## src/rtl/pgm_seq_pkg.sv

```systemverilog
// Package: shared state type and helpers for the programming-mode sequencer.
// Assumes: nothing beyond IEEE 1800-2017.
package pgm_seq_pkg;

    typedef enum logic [2:0] {
        ST_IDLE     = 3'd0,
        ST_PULSE    = 3'd1,
        ST_PRE_KEY  = 3'd2,
        ST_SHIFT    = 3'd3,
        ST_REAPPLY  = 3'd4,
        ST_READY    = 3'd5,
        ST_EXIT     = 3'd6
    } seq_state_e;

    // Larger of two interval counts.
    function automatic int max2(input int a, input int b);
        return (a > b) ? a : b;
    endfunction

endpackage

```

## src/rtl/seq_interval_timer.sv

```systemverilog
// Module: down-counting interval timer.
// What it does: on load it takes a value N-1. It counts down to zero and holds
// there, and it flags expiry while the count is zero.
// Assumes: the caller loads it on the edge that enters a timed state, with N >= 1,
// so the state lasts exactly N cycles.
module seq_interval_timer #(
    parameter int CW = 8
) (
    input  logic          clk,
    input  logic          rst_n,
    input  logic          load_i,
    input  logic [CW-1:0] load_val_i,
    output logic          expired_o
);

    logic [CW-1:0] cnt_q;

    // Load a fresh interval or count the current one down.
    always_ff @(posedge clk) begin
        if (!rst_n) begin
            cnt_q <= '0;
        end else if (load_i) begin
            cnt_q <= load_val_i;
        end else if (cnt_q != '0) begin
            cnt_q <= cnt_q - 1'b1;
        end
    end

    assign expired_o = (cnt_q == '0);

endmodule

```

## src/rtl/key_serializer.sv

```systemverilog
// Module: key serializer with serial clock generation.
// What it does: while enabled, it sends NBITS key bits MSB first. Each bit takes
// CLK_DIV cycles with the clock low, then CLK_DIV cycles with it high. Data
// moves only when the clock falls. done_o marks the final cycle.
// Assumes: en_i rises on the cycle the shift starts and drops the cycle after
// done_o. While disabled, all counters are cleared and both lines are low.
module key_serializer #(
    parameter int          NBITS   = 32,
    parameter logic [NBITS-1:0] KEY = 32'h4D434850,
    parameter int          CLK_DIV = 2
) (
    input  logic clk,
    input  logic rst_n,
    input  logic en_i,
    output logic sclk_o,
    output logic sdat_o,
    output logic done_o
);

    localparam int DW = (CLK_DIV > 1) ? $clog2(CLK_DIV) : 1;
    localparam int IW = (NBITS > 1) ? $clog2(NBITS) : 1;
    localparam logic [DW-1:0] DIV_LAST = DW'(CLK_DIV - 1);
    localparam logic [IW-1:0] BIT_LAST = IW'(NBITS - 1);

    logic [DW-1:0] div_q;
    logic          high_q;
    logic [IW-1:0] idx_q;
    logic          half_end;

    assign half_end = (div_q == DIV_LAST);

    // Step the half-period divider, the clock phase and the bit index.
    always_ff @(posedge clk) begin
        if (!rst_n || !en_i) begin
            div_q  <= '0;
            high_q <= 1'b0;
            idx_q  <= '0;
        end else if (half_end) begin
            div_q  <= '0;
            high_q <= !high_q;
            if (high_q) begin
                idx_q <= idx_q + 1'b1;
            end
        end else begin
            div_q <= div_q + 1'b1;
        end
    end

    assign sclk_o = en_i && high_q;
    assign sdat_o = en_i && KEY[BIT_LAST - idx_q];
    assign done_o = en_i && high_q && half_end && (idx_q == BIT_LAST);

endmodule

```

## src/rtl/pgm_entry_seq.sv

```systemverilog
// Module: programming-mode entry and exit sequencer (top).
// What it does: on start_i it runs pulse, pre-key wait, key shift, voltage
// reapply and settle wait, then holds the voltage and reports ready. On stop_i
// it waits a quiet interval and then releases the voltage.
// Assumes: every interval parameter is >= 1 and CLK_DIV >= 1. The requests are
// synchronous to clk. The outputs are registered or come from registers only.
module pgm_entry_seq
    import pgm_seq_pkg::*;
#(
    parameter int          PULSE_CYC      = 4,
    parameter int          PRE_KEY_CYC    = 6,
    parameter int          SETTLE_A_CYC   = 5,
    parameter int          SETTLE_B_CYC   = 9,
    parameter int          EXIT_QUIET_CYC = 7,
    parameter int          CLK_DIV        = 2,
    parameter int          KEY_BITS       = 32,
    parameter logic [KEY_BITS-1:0] KEY    = 32'h4D434850
) (
    input  logic clk,
    input  logic rst_n,
    input  logic start_i,
    input  logic stop_i,
    output logic vpp_en_o,
    output logic sclk_o,
    output logic sdat_o,
    output logic busy_o,
    output logic ready_o
);

    localparam int SETTLE_CYC = max2(SETTLE_A_CYC, SETTLE_B_CYC);
    localparam int LONGEST    = max2(max2(PULSE_CYC, PRE_KEY_CYC),
                                     max2(SETTLE_CYC, EXIT_QUIET_CYC));
    localparam int CW         = $clog2(LONGEST + 1);

    seq_state_e state_q, state_d;
    logic       tmr_load, tmr_expired, key_done;
    logic [CW-1:0] tmr_val;
    logic       vpp_q, busy_q, ready_q;

    // Reload value (length minus one) for the timed state being entered.
    function automatic logic [CW-1:0] reload_for(input seq_state_e s);
        case (s)
            ST_PULSE:   return CW'(PULSE_CYC - 1);
            ST_PRE_KEY: return CW'(PRE_KEY_CYC - 1);
            ST_REAPPLY: return CW'(SETTLE_CYC - 1);
            ST_EXIT:    return CW'(EXIT_QUIET_CYC - 1);
            default:    return '0;
        endcase
    endfunction

    // Next-state decision: each step waits on its timer, the key or a request.
    always_comb begin
        state_d = state_q;
        case (state_q)
            ST_IDLE:    if (start_i)     state_d = ST_PULSE;
            ST_PULSE:   if (tmr_expired) state_d = ST_PRE_KEY;
            ST_PRE_KEY: if (tmr_expired) state_d = ST_SHIFT;
            ST_SHIFT:   if (key_done)    state_d = ST_REAPPLY;
            ST_REAPPLY: if (tmr_expired) state_d = ST_READY;
            ST_READY:   if (stop_i)      state_d = ST_EXIT;
            ST_EXIT:    if (tmr_expired) state_d = ST_IDLE;
            default:                     state_d = ST_IDLE;
        endcase
    end

    assign tmr_load = (state_d != state_q);
    assign tmr_val  = reload_for(state_d);

    // State register and registered line/status decode of the next state.
    always_ff @(posedge clk) begin
        if (!rst_n) begin
            state_q <= ST_IDLE;
            vpp_q   <= 1'b0;
            busy_q  <= 1'b0;
            ready_q <= 1'b0;
        end else begin
            state_q <= state_d;
            vpp_q   <= (state_d == ST_PULSE) || (state_d == ST_REAPPLY) ||
                       (state_d == ST_READY) || (state_d == ST_EXIT);
            busy_q  <= (state_d != ST_IDLE) && (state_d != ST_READY);
            ready_q <= (state_d == ST_READY);
        end
    end

    seq_interval_timer #(.CW(CW)) u_timer (
        .clk        (clk),
        .rst_n      (rst_n),
        .load_i     (tmr_load),
        .load_val_i (tmr_val),
        .expired_o  (tmr_expired)
    );

    key_serializer #(
        .NBITS   (KEY_BITS),
        .KEY     (KEY),
        .CLK_DIV (CLK_DIV)
    ) u_key (
        .clk    (clk),
        .rst_n  (rst_n),
        .en_i   (state_q == ST_SHIFT),
        .sclk_o (sclk_o),
        .sdat_o (sdat_o),
        .done_o (key_done)
    );

    assign vpp_en_o = vpp_q;
    assign busy_o   = busy_q;
    assign ready_o  = ready_q;

endmodule

```

## config.mk

```make
export PLATFORM = sky130hd
export DESIGN_NAME = pgm_entry_seq
export DESIGN_NICKNAME = d
export VERILOG_FILES = /design/src/rtl/pgm_seq_pkg.sv /design/src/rtl/seq_interval_timer.sv /design/src/rtl/key_serializer.sv /design/src/rtl/pgm_entry_seq.sv
export SDC_FILE = /design/constraint.sdc
export NUM_CORES = 1
export LEC_CHECK = 0
export ABC_AREA = 0
export BUFFER_PORTS_ARGS = -buffer_cell sky130_fd_sc_hd__buf_4
export CAP_MARGIN = 20
export CORE_MARGIN = 10
export CORE_UTILIZATION = 59
export CTS_BUF_LIST = sky130_fd_sc_hd__clkbuf_4 sky130_fd_sc_hd__clkbuf_8
export DETAILED_ROUTE_END_ITERATION = 8
export PLACE_DENSITY = 0.79
export SYNTH_ARGS = -nofsm -noshare
export SYNTH_HDL_FRONTEND = slang
export SYNTH_SLANG_ARGS = --single-unit
```

## constraint.sdc

```tcl
create_clock -name clk -period 2.4 [get_ports clk]
set_input_delay 0.48 -clock clk [delete_from_list [all_inputs] [get_ports clk]]
set_output_delay 0.48 -clock clk [all_outputs]
set_load 0.01 [all_outputs]
```

======== Word-level counts from Yosys, hierarchy flattened ========
Memory sizes are Yosys's and may differ from the RTL's.
Index checks and enable logic that the tools add are counted.
storage, ports and cells
  bits in registers ....................... 17
  ROM bits ................................ 32
  input port bits ......................... 4
  output and inout port bits .............. 5
  memories kept ........................... 1
cells by class
  add/subtract/negate cells ............... 4
  order comparisons ....................... 1
  eq/ne operators ......................... 14
  multiplexer cells ....................... 12
  reductions and logical operators ........ 19
memory list
  name              words  width  read ports  clocked after memory_dff  write ports  RTL line              text
  (name not given)  32     1      1           0                         0            key_serializer.sv:50  assign sdat_o = en_i && KEY[BIT_LAST - idx_q];
operators with widths
  cell                                                 number
  two-way mux 3 bit                                    7
  one-hot mux 3 bit (7 select lines)                   1
  == test 3 bit (second input constant)                6
  one-hot mux 4 bit (4 select lines)                   1
  == test 3 x 2 -> 1 bit (second input constant)       3
  two-way mux 4 bit                                    2
  == test 3 x 1 -> 1 bit (second input constant)       2
  < comparator 5 x 6 -> 1 bit (second input constant)  1
  adder 5 x 1 -> 5 bit (second input constant)         1
  == test 5 bit (second input constant)                1
  logical AND 1 bit                                    5
  subtractor 5 bit (first input constant)              1
  logical NOT 4 bit                                    1
  logical OR 1 bit                                     4
  nonzero test 4 bit                                   1
  subtractor 4 x 1 -> 4 bit (second input constant)    1
  logical NOT 1 bit                                    3
  logical NOT 3 bit                                    1
  inequality test 3 bit                                1
  inequality test 3 bit (second input constant)        1
  nonzero test 3 bit                                   1
  AND reduction 2 bit                                  1
  nonzero test 2 bit                                   1
  OR reduction 2 bit                                   1
  2 further kinds                                      2

======== Depth between registers and ports, before layout ========
Gate-level depths: netlist of run 1.
  word-level depth ........................ 10
  gate-level depth with buffers ........... 7
  mapped depth without buffers ............ 7

======== Cells and area by module ========
From an unflattened synthesis of run 1, not the netlist that was laid out.
unflattened totals
  cell total of the unflattened synthesis .. 121
  area, all modules ....................... 1061.0 um^2
modules (own cells, without submodules)
  module              times used  cells each  area each (um^2)  seq. area each (um^2)
  pgm_entry_seq       1           52          436.7             120.1
  key_serializer      1           46          394.1             140.1
  seq_interval_timer  1           23          230.2             80.1

======== Worst setup path before layout of run 1 ========
No wires, ideal clock.
  path type ............................... register to register
  from .................................... reg u_timer.cnt_q[0]
  to ...................................... reg u_timer.cnt_q[1]
  data arrival time ....................... 1.806 ns
  data required time ...................... 2.299 ns
  setup slack ............................. 0.493 ns
  cell stages (with the launch flop) ...... 7
  buffers on the path ..................... 0
  path through ............................ dfxtp_1 > inv_1 > ha_1 > nor3b_4 > a211oi_4 > or3_1 > o41ai_1
on the way
  longest elaborated chain between the ends .. 6
  elaborated cells between the ends (all ways) .. 17
RTL lines
  element                                      RTL line                  text
  start, declared                              seq_interval_timer.sv:16  logic [CW-1:0] cnt_q;
  start signal, assigned                       seq_interval_timer.sv:23  cnt_q <= load_val_i;
  start signal, assigned                       seq_interval_timer.sv:25  cnt_q <= cnt_q - 1'b1;
  logical NOT 4 bit                            seq_interval_timer.sv:29  assign expired_o = (cnt_q == '0);
  two-way mux 3 bit, on equally long branches  -
  one-hot mux 3 bit (7 select lines)           pgm_entry_seq.sv:54       case (state_q)
  == test 3 bit (tied with other cells)        pgm_entry_seq.sv:42       case (s)
  one-hot mux 4 bit (4 select lines)           pgm_entry_seq.sv:42
  two-way mux 4 bit                            seq_interval_timer.sv:22  end else if (load_i) begin
Several ways; a longest one is shown, not always the timed one. The select of a mux whose other input is x is not followed.
A chain may end at the register's enable or synchronous reset.

======== Worst setup path after layout of run 1 ========
  from .................................... reg u_timer.cnt_q[0]
  to ...................................... reg busy_q, in the netlist busy_o
on the way
  longest elaborated chain between the ends .. 5
  elaborated cells between the ends (all ways) .. 9
RTL lines
  element                                                             RTL line                  text
  logical NOT 4 bit (*)                                               seq_interval_timer.sv:29
  two-way mux 3 bit, on equally long branches                         -
  one-hot mux 3 bit (7 select lines) (*)                              pgm_entry_seq.sv:54
  inequality test 3 bit / nonzero test 3 bit (equally long branches)  pgm_entry_seq.sv:80       busy_q <= (state_d != ST_IDLE) && (state_d != ST_READY);
  logical AND 1 bit (*)                                               pgm_entry_seq.sv:80
  end signal, assigned                                                pgm_entry_seq.sv:80
  end, declared                                                       pgm_entry_seq.sv:38       logic vpp_q, busy_q, ready_q;
Every way passes the cells marked *; elsewhere a longest branch is shown, timed or not.

==> results of run 1 <==
[critical path: cells and delay by family (launching register included)]
kind                       cells  cell delay [ps]
buffers and inverters          1               60
AOI/OAI and AO/OA              3              910
and+or+nand+nor                1              480
DFF                            1              340
adders and majority gates      1              240
[sequential cells by signal (all words and copies together), names as in the netlist]
name / flops
busy_o: 1
vpp_en_o: 1
state_q: 3
u_timer.cnt_q: 4
ready_o: 1
u_key.idx_q: 5
u_key.div_q: 1
u_key.high_q: 1
[metrics by stage]
stage          setup slack, ps  hold slack, ps
2_1_floorplan            492.7           466.9
3_3_place_gp             369.8           496.8
3_5_place_dp             277.8           497.5
4_1_cts                  240.2           452.6
5_1_grt                  105.7           462.0
6_report                 195.7           453.8
[synth_stat cells, drive strengths merged (2+ instances only)]
master	number	area share
dfxtp	17	0.31
nand2	10	0.035
a21oi	9	0.042
nor2	9	0.031
ha	6	0.069
inv	6	0.021
o21ai	6	0.028
nand3	5	0.023
and3	4	0.024
clkbuf	4	0.014
mux2i	4	0.037
nor3b	4	0.043
xnor2	4	0.032
a211oi	3	0.032
or3	3	0.017
or4b	3	0.028
nand2b	2	0.012
nor2b	2	0.012
o31ai	2	0.014
or2	2	0.012
[kinds of logic (layout without fill, tap and decap cells)]
family          count (synthesis)  after routing  share of synthesized area
flops                          17             17                     0.3141
mux                             5              5                    0.04734
simple gates                   50             50                     0.2771
xor+xnor                        5              5                    0.04041
fa+ha+maj                       6              6                    0.06928
buf+inv                        11             19                    0.04157
compound gates                 32             32                     0.2102
[cells in the final DEF (no fill, tap or decap), types with 4 or more instances in the layout]
master / n
xnor2_1: 4
inv_1: 6
clkbuf_4: 4
o21ai_0: 6
ha_1: 6
a21oi_1: 9
dfxtp_1: 17
mux2i_1: 4
nor2_1: 9
buf_4: 9
nand3_1: 5
nand2_1: 10
[where the power goes]
part           switching, mW  total, mW  internal (mW)  leakage, nW
Combinational          0.256      0.511          0.255        0.304
Clock                 0.0890      0.165         0.0759       0.0184
Sequential            0.0825      0.416          0.334        0.138
[metal layers]
layer	up-vias	part of all wire
met2	23	0.48
li1	477	-
met1	429	0.47
met3	4	0.046
met4	0	0.012
met5	-	0
[area by class of cell]
class	count	area share
inverter	6	0.01893
tap	25	0.02629
timing repair buffer	9	0.05678
clock buffer	4	0.02524
multi-input combinational	98	0.5868
sequential	17	0.2860
[how the worst max path moves through the flow]
stage	slack, ps	to	cells after the start
floorplan	490	u_timer.cnt_q[1]	6
global placement	370	busy_o	6
detailed placement	280	u_timer.cnt_q[1]	6
CTS	240	u_timer.cnt_q[1]	6
global route	110	u_timer.cnt_q[1]	6
finish	200	busy_o	6
==> results.cfg, run 1 <==
[outcome]
status = finished clean

[place]
dp_cells = 155
gp_congestion = 0.8894
dp_hpwl_um = 1695
dpl-instance-area_mm2 = 0.001160
numPortBuffers = 8

[global_routing]
gr-usage-met3 = 0.02688
grt_overflow_total = 0
first_global_vias = 810
met1_usage = 0.1492
met2_usage = 0.1744
top_usage_layer = met2
grtUsageTotal = 0.1127
antenna_found_initial = 0
grt_max_degree = 18
grt_pass1_wl_um = 3795

[setup_path]
rr_startpoint = u_timer.cnt_q[0]
crit_path_end_kind = register
crit_path_start_kind = register
r2r_slack_ps = 200
crit_arrival_ps = 2340
crit_chain = inv_1 > ha_1 > nor3b_4 > o21ai_0 > a2111oi_0 > a221oi_1
crit_type = reg -> reg
critPathMaxFanout = 8
r2r-end = busy_o
cp.required_ps = 2540
slowest_delay_ps = 570
crit_path_top_delay_cell = a2111oi_0
worstSetupStartpoint = u_timer.cnt_q[0]
reg2reg_depth = 6

[drt]
drt-initial-drc-count = 41
via_count = 933
viasPerCell = 5.868
wl_per_cell_um = 14.39
first_pass_iters = 4
ant_nets = 0
finalWirelength_um = 2288
drc_errors = 0

[synth]
synth_edf_count = 0
async_reset_ff_frac = 0
synthFlopType = dfxtp_1
syn_inst = 126
yosysSeqAreaShare = 0.3141
synth_seq_cells = 17
syn_avg_cell_area_um2 = 8.600
synthesis.area_mm2 = 0.001084
synthesis.nets = 136
ys.warnings.count = 0
synth.distinct_cells = 45

[clock_network]
cts_setup_buffers = 0
hold_buffers = 0
clkSlewWorstSetupHoldPaths_ps = 100
cts_htree_levels = 1
cts-buffers-inserted = 3
cts_sinks = 17
cts_buffer_depth = 2
postCtsResizedCells = 0
clk_latency_ps = 290
cts_tree = done
clock-root-buffer = clkbuf_4

[worst_hold_path]
hp-start = rst_n
hp-class = in -> reg
min_delay_path_depth = 2
hold_path_end = u_timer.cnt_q[2]

[floorplanning]
start_util = 0.6275
io_pins = 9
die_x_um = 62.86
dieArea_mm2 = 0.003951
die_y_um = 62.86
core_area_mm2 = 0.001727
row_count = 15

[timing]
fin_crit_sh = 0.9184
slew_headroom = 0.6039
hold_viol_final = 0
tightest_slew_ps = 593.4
setup_viol = 0
tns_ps = 0
final_max_slew_viol_count = 0
max_clock_freq_mhz = 453.7
rsz0062_at_grt = no
final.min_clock_period_ps = 2204
skew_ps = 7.307

[final_layout]
regArea_um2 = 340.3
final_core_util = 0.6891
design_area_mm2 = 0.001190
num_antenna_cells = 0
n_fill_cell = 152
drive_gt1_frac = 0.1716
area_growth_pct = 9.815
finalNonFillerCells = 159
multiInputGateArea_um2 = 698.2
nets = 145

[power]
power_mw = 1.092
p_per_area_mw_per_mm2 = 917.9
ir_drop_mv = 0.5740
cellLeakagePower_nw = 0.4611

[flow_run]
cap_violations = 0
Note: power is estimated with default switching activity, not from simulation.
==> inputs of run 2 (changes only) <==
SETUP_SLACK_MARGIN = 0.5   (was not set)
==> run 2 against run 1 <==
First-iteration DRC count grew 37%; core utilization rose by 11 points; sequential power rose by 3%; largest cell class unchanged; largest power group unchanged.
==> results.cfg, run 2 (same netlist as run 1, synthesis figures left out) <==
[worst_hold_path]
hp-start = rst_n
min_delay_path_depth = 2
hp-class = in -> reg
hold_path_end = state_q[0]

[drt]
wl_per_cell_um = 17.59
first_pass_iters = 4
viasPerCell = 6.337
ant_nets = 0
finalWirelength_um = 2867
drc_errors = 0
via_count = 1033
drt-initial-drc-count = 56

[clock_network]
clkSlewWorstSetupHoldPaths_ps = 90
cts_htree_levels = 1
clock-root-buffer = clkbuf_4
cts_sinks = 17
cts_tree = done
clk_latency_ps = 290
cts-buffers-inserted = 3
cts_buffer_depth = 2
hold_buffers = 0

[global_routing]
grt_overflow_total = 0
antenna_found_initial = 0
grtUsageTotal = 0.1310
grt_pass1_wl_um = 4402
first_global_vias = 946
gr-usage-met3 = 0.02509
top_usage_layer = met2
met2_usage = 0.2064
grt_max_degree = 18
met1_usage = 0.1688

[final_layout]
design_area_mm2 = 0.001371
regArea_um2 = 359.1
num_antenna_cells = 0
drive_gt1_frac = 0.3623
largest_register = u_key.idx_q
nets = 149
area_growth_pct = 26.56
mostFrequentLayoutCell = buf_4
top_regs = u_key.idx_q: 5 flops, u_timer.cnt_q: 4 flops, state_q: 3 flops
multiInputGateArea_um2 = 814.5
most-common-layout-cells = buf_4 (11), dfxtp_1 (10), nor2_1 (9), a21oi_1 (9), nand2_1 (9)
n_fill_cell = 105
largest_reg_flops = 5

[timing]
final.min_clock_period_ps = 1979
skew_ps = 2.577
slew_headroom = 0.6586
tightest_slew_ps = 499.2
fin_crit_sh = 0.8244
tns_ps = 0
setup_viol = 0
max_clock_freq_mhz = 505.4
final_max_slew_viol_count = 0
hold_viol_final = 0
rsz0062_at_grt = yes

[setup_path]
crit_path_end_kind = output pin
crit_type = reg -> out
cp.required_ps = 1920
crit_arrival_ps = 1500
crit_path_top_delay_cell = dfxtp_4
crit_path_start_kind = register
reg2reg_depth = 7
critPathMaxFanout = 4
crit_chain = buf_6 > ha_4 > o21ai_2 > a211oi_2 > a211oi_1 > buf_4
slowest_delay_ps = 380
rr_startpoint = u_key.idx_q[0]
r2r_slack_ps = 450
r2r-end = busy_o

[floorplanning]
start_util = 0.6275
dieArea_mm2 = 0.003951
row_count = 15
die_y_um = 62.86
die_x_um = 62.86
io_pins = 9
core_area_mm2 = 0.001727

[power]
cellLeakagePower_nw = 0.5062
ir_drop_mv = 0.8760
clockPowerShare = 0.117
p_per_area_mw_per_mm2 = 925.3
p_comb_frac = 0.547
power_frac_seq = 0.337
p_int_uw = 764.0
p_sw_uw = 504.8
swShare = 0.3978

[place]
dp_hpwl_um = 1719
numPortBuffers = 8
dpl-instance-area_mm2 = 0.001162
gp_congestion = 0.9440

[flow_run]
cap_violations = 0

[outcome]
status = finished clean
==> run 2: layer usage <==
layer  up-vias  part of all wire
li1        486                 -
met1       477              0.42
met2        57              0.48
met3        13             0.068
met4         0             0.027
met5         -                 0
==> run 2: worst max path at each step <==
stage	to	depth (start not counted)	slack [ps]	startpoint
after floorplan	u_timer.cnt_q[1]	6	510	u_timer.cnt_q[0]
after global placement	busy_o	7	310	u_timer.cnt_q[0]
after global routing	sdat_o	6	340	u_key.idx_q[1]
after detailed placement	busy_o	6	300	u_timer.cnt_q[0]
after CTS	sdat_o	7	450	u_key.idx_q[1]
final	sdat_o	6	420	u_key.idx_q[1]
==> run 2: layout make-up <==
cell class | count | share of cell area
Inverter | 6 | 0.01825
Clock inverter | 1 | 0.003650
Timing Repair Buffer | 13 | 0.08303
Sequential cell | 17 | 0.2619
Tap cell | 25 | 0.02281
Multi-Input combinational cell | 98 | 0.5940
Clock buffer | 3 | 0.01642
==> run 2: worst max-delay path, delay by kind of cell, from the launching register on <==
kind                     cells  cell delay [ps]
AO/OA/AOI/OAI                3              410
flip-flops                   1              380
buffers and inverters        2              280
adder cells (fa/ha/maj)      1              140
==> run 2: repair_timing <==
item                                    CTS  global route
gates resized for setup                  17            23
pin swaps                                 4             7
endpoints found under the setup margin   10            10
setup buffers                             4             0
==> run 2: power groups by stage <==
stage,registers (mW),clock network [mW],logic (mW)
floorplan,0.391,0,0.408
global placement,0.415,0,0.502
detailed placement,0.423,0,0.514
CTS,0.417,0.153,0.603
global route,0.438,0.158,0.744
finish,0.427,0.148,0.694
==> run 2: metrics by stage <==
step | hold slack (ps) | worst slack (ps) | std cells | power, mW | utilization
floorplan | 466.9 | 512.0 | 126 | 0.7991 | -
global placement | 491.3 | 313.2 | 155 | 0.9171 | 0.6732
detailed placement | 496.3 | 300.8 | 155 | 0.9374 | 0.6732
CTS | 458.6 | 447.7 | 163 | 1.172 | 0.7384
global route | 484.5 | 336.8 | 163 | 1.340 | 0.7942
finish | 478.5 | 421.4 | 163 | 1.269 | 0.7942
==> inputs of run 3 (changes only) <==
ABC_AREA = 1   (was 0)
CORE_UTILIZATION = 54   (was 59)
PLACE_DENSITY = 0.76   (was 0.79)
clock period = 1.7 ns   (was 2.4 ns; I/O delays follow)
==> run 3 against run 2 <==
The flow now finishes with violations (negative setup slack); sequential share of layout area is 1.8 points lower; die area is 0.40% lower; clock-buffer cell count stayed put; flip-flop and latch count stayed put; sequential power is 26% higher; first-iteration DRC count is 59% higher; total power is 43% higher; critical path type is now reg -> reg; largest power group unchanged; highest routed layer unchanged.
==> results.cfg, run 3 <==
[setup_path]
reg2reg_depth = 15
crit_arrival_ps = 2070
crit_path_top_delay_cell = dfxtp_4
crit_path_start_kind = register
crit_chain = ha_4 > inv_4 > nor3_4 > ha_4 > nand3_4 > nand2_4 > nand2_2 > nor2_4 > nand2_2 > nand2_2 > nand2_1 > nand2_1 > nand2_1 > nand2_1 > a21oi_2
critPathMaxFanout = 3
crit_type = reg -> reg
worstSetupStartpoint = u_key.idx_q[0]
cp.required_ps = 1890
r2r_slack_ps = -180
crit_path_end_kind = register
rr_startpoint = u_key.idx_q[0]
r2r-end = u_timer.cnt_q[1]
crit_top_cell = nand2_1
slowest_delay_ps = 380

[global_routing]
antenna_found_initial = 0
first_global_vias = 1020
grt_pass1_wl_um = 4719
grtUsageTotal = 0.1435
grt_max_degree = 11
grt_overflow_total = 0

[final_layout]
drive_gt1_frac = 0.4551
largest_register = u_key.idx_q
n_fill_cell = 107
most-common-layout-cells = nand2_1 (24), buf_4 (24), nor2_1 (15)
top_regs = u_key.idx_q: 5 flops, u_timer.cnt_q: 4 flops, state_q: 3 flops
num_antenna_cells = 0
largest_reg_flops = 5
design_area_mm2 = 0.001455
nets = 189
final_core_util = 0.8428
area_growth_pct = 47.59

[drt]
via_count = 1150
finalWirelength_um = 3268
drt-initial-drc-count = 89
ant_nets = 0
drc_errors = 0
wl_per_cell_um = 16.10
first_pass_iters = 5
viasPerCell = 5.665

[timing]
rsz0062_at_grt = yes
final.min_clock_period_ps = 1881
max_clock_freq_mhz = 531.8
tightest_slew_ps = 309.4
slew_headroom = 0.7930
skew_ps = 3.566
fin_crit_sh = 1.106
timing.hold.ws_ps = 327.8
hold_viol_final = 0
fin_ws_ps = -180.6
setup_viol = 8
tns_ps = -992.8
final_max_slew_viol_count = 0

[clock_network]
hold_buffers = 0
clkSlewWorstSetupHoldPaths_ps = 100
clock-root-buffer = clkbuf_4
clk_latency_ps = 300
cts_sinks = 17
cts_tree = done
cts-buffers-inserted = 3
cts_buffer_depth = 2
cts_htree_levels = 1

[synth]
synth_seq_cells = 17
synthesis.nets = 156
yosysSeqAreaShare = 0.3452
synthesis.area_um2 = 985.9
synth.area.top_cells = dfxtp_1 (35%), nand2_1 (10%), nor2_1 (8.0%), ha_1 (7.6%), nand3_1 (6.1%)
synth_top_area_share = 0.3452
synthFlopType = dfxtp_1
syn_avg_cell_area_um2 = 6.753
synth_edf_count = 0
synth.distinct_cells = 19
syn_inst = 146
async_reset_ff_frac = 0
yosysMostFrequentCell = nand2_1
yosys-top-cells-count = nand2_1 (27), nor2_1 (21), dfxtp_1 (17), inv_1 (15), nand3_1 (12)
ys.warnings.count = 0
netlist.top_cell.by_area = dfxtp_1

[power]
cellLeakagePower_nw = 0.6457
clockPowerShare = 0.124
p_int_mw = 1.012
ir_drop_mv = 0.9156
power_frac_seq = 0.298
p_comb_frac = 0.579
power_mw = 1.811
swShare = 0.4411
p_per_area_mw_per_mm2 = 1244
p_sw_uw = 798.7

[outcome]
failed_checks = negative setup slack
status = complete, but fails checks

[worst_hold_path]
hp-start = rst_n
hold_path_end = u_timer.cnt_q[0]
min_delay_path_depth = 3
hp-class = in -> reg

[flow_run]
cap_violations = 0

[floorplanning]
dieArea_mm2 = 0.003935
start_util = 0.5710
core_area_mm2 = 0.001727
die_x_um = 62.73
die_y_um = 62.73
io_pins = 9
row_count = 15

[place]
numPortBuffers = 8
dp_hpwl_um = 1698
dpl-instance-area_mm2 = 0.001191
gp_congestion = 0.8018
run 3: cell count changes in the layout (fill, tap and decap cells not counted), moves of 5 or more:
cell	previous run	this run
buf_4	11	24
nand3_1	5	10
a21oi_2	0	7
inv_1	4	12
nand2_1	9	24
nor2_1	9	15
inv_2	1	7
run 3: area by class of cell:
class	count	area, um2	area share
multi-input combinational	106	714.4	0.4910
sequential	17	355.3	0.2442
timing repair buffer	29	236.5	0.1625
inverter	22	90.09	0.06191
tap	25	31.28	0.02150
clock buffer	3	22.52	0.01548
clock inverter	1	5.005	0.003439
run 3: power by group through the flow:
stage / Clock, mW / Sequential [mW] / Combinational, mW
2_1_floorplan: 0 / 0.530 / 0.588
3_3_place_gp: 0 / 0.544 / 0.799
3_5_place_dp: 0 / 0.548 / 0.809
4_1_cts: 0.221 / 0.534 / 0.959
5_1_grt: 0.242 / 0.548 / 1.14
6_report: 0.224 / 0.539 / 1.05
run 3: cell families after synthesis:
group,synth area share
AO/OA/AOI/OAI,0.1218
XOR/XNOR,0.02665
adder cells (fa/ha/maj),0.07614
buffers and inverters,0.08883
flip-flops,0.3452
AND/OR/NAND/NOR,0.3414
run 3: per-layer routing:
metal  global-route usage  up-vias  routed length (um)
li1                     -      530                   -
met1               0.1787      533                1372
met2               0.2308       70                1505
met3              0.03943       17                 283
met4              0.04749        0                 106
met5                    0        -                   0
run 3: critical path: cells and delay by family (launching register included):
| family | cells | cell delay [ps] |
|---|---|---|
| simple gates | 11 | 1000 |
| fa+ha+maj | 2 | 320 |
| buf+inv | 1 | 40 |
| flops | 1 | 380 |
| compound gates | 1 | 50 |
run 3: worst max-delay path by stage:
stage                            end  slack, ps  cells after the start
finish              u_timer.cnt_q[1]       -180                     15
detailed placement  u_timer.cnt_q[3]        -70                     13
floorplan           u_timer.cnt_q[3]         20                     13
CTS                           sdat_o       -100                      8
global placement    u_timer.cnt_q[3]        -40                     13
global route        u_timer.cnt_q[1]       -270                     15
run 3: repair_timing:
item / CTS / global route
resized for setup: 33 / 10
setup buffers: 6 / 5
pin swaps: 18 / 10
endpoints found under the setup margin: 17 / 15
run 3: per-stage QoR:
step / setup slack (ps) / instances
floorplan: 22.63 / 146
CTS: -102.2 / 198
detailed placement: -74.65 / 188
global placement: -35.57 / 188
global route: -273.8 / 203
finish: -180.6 / 203
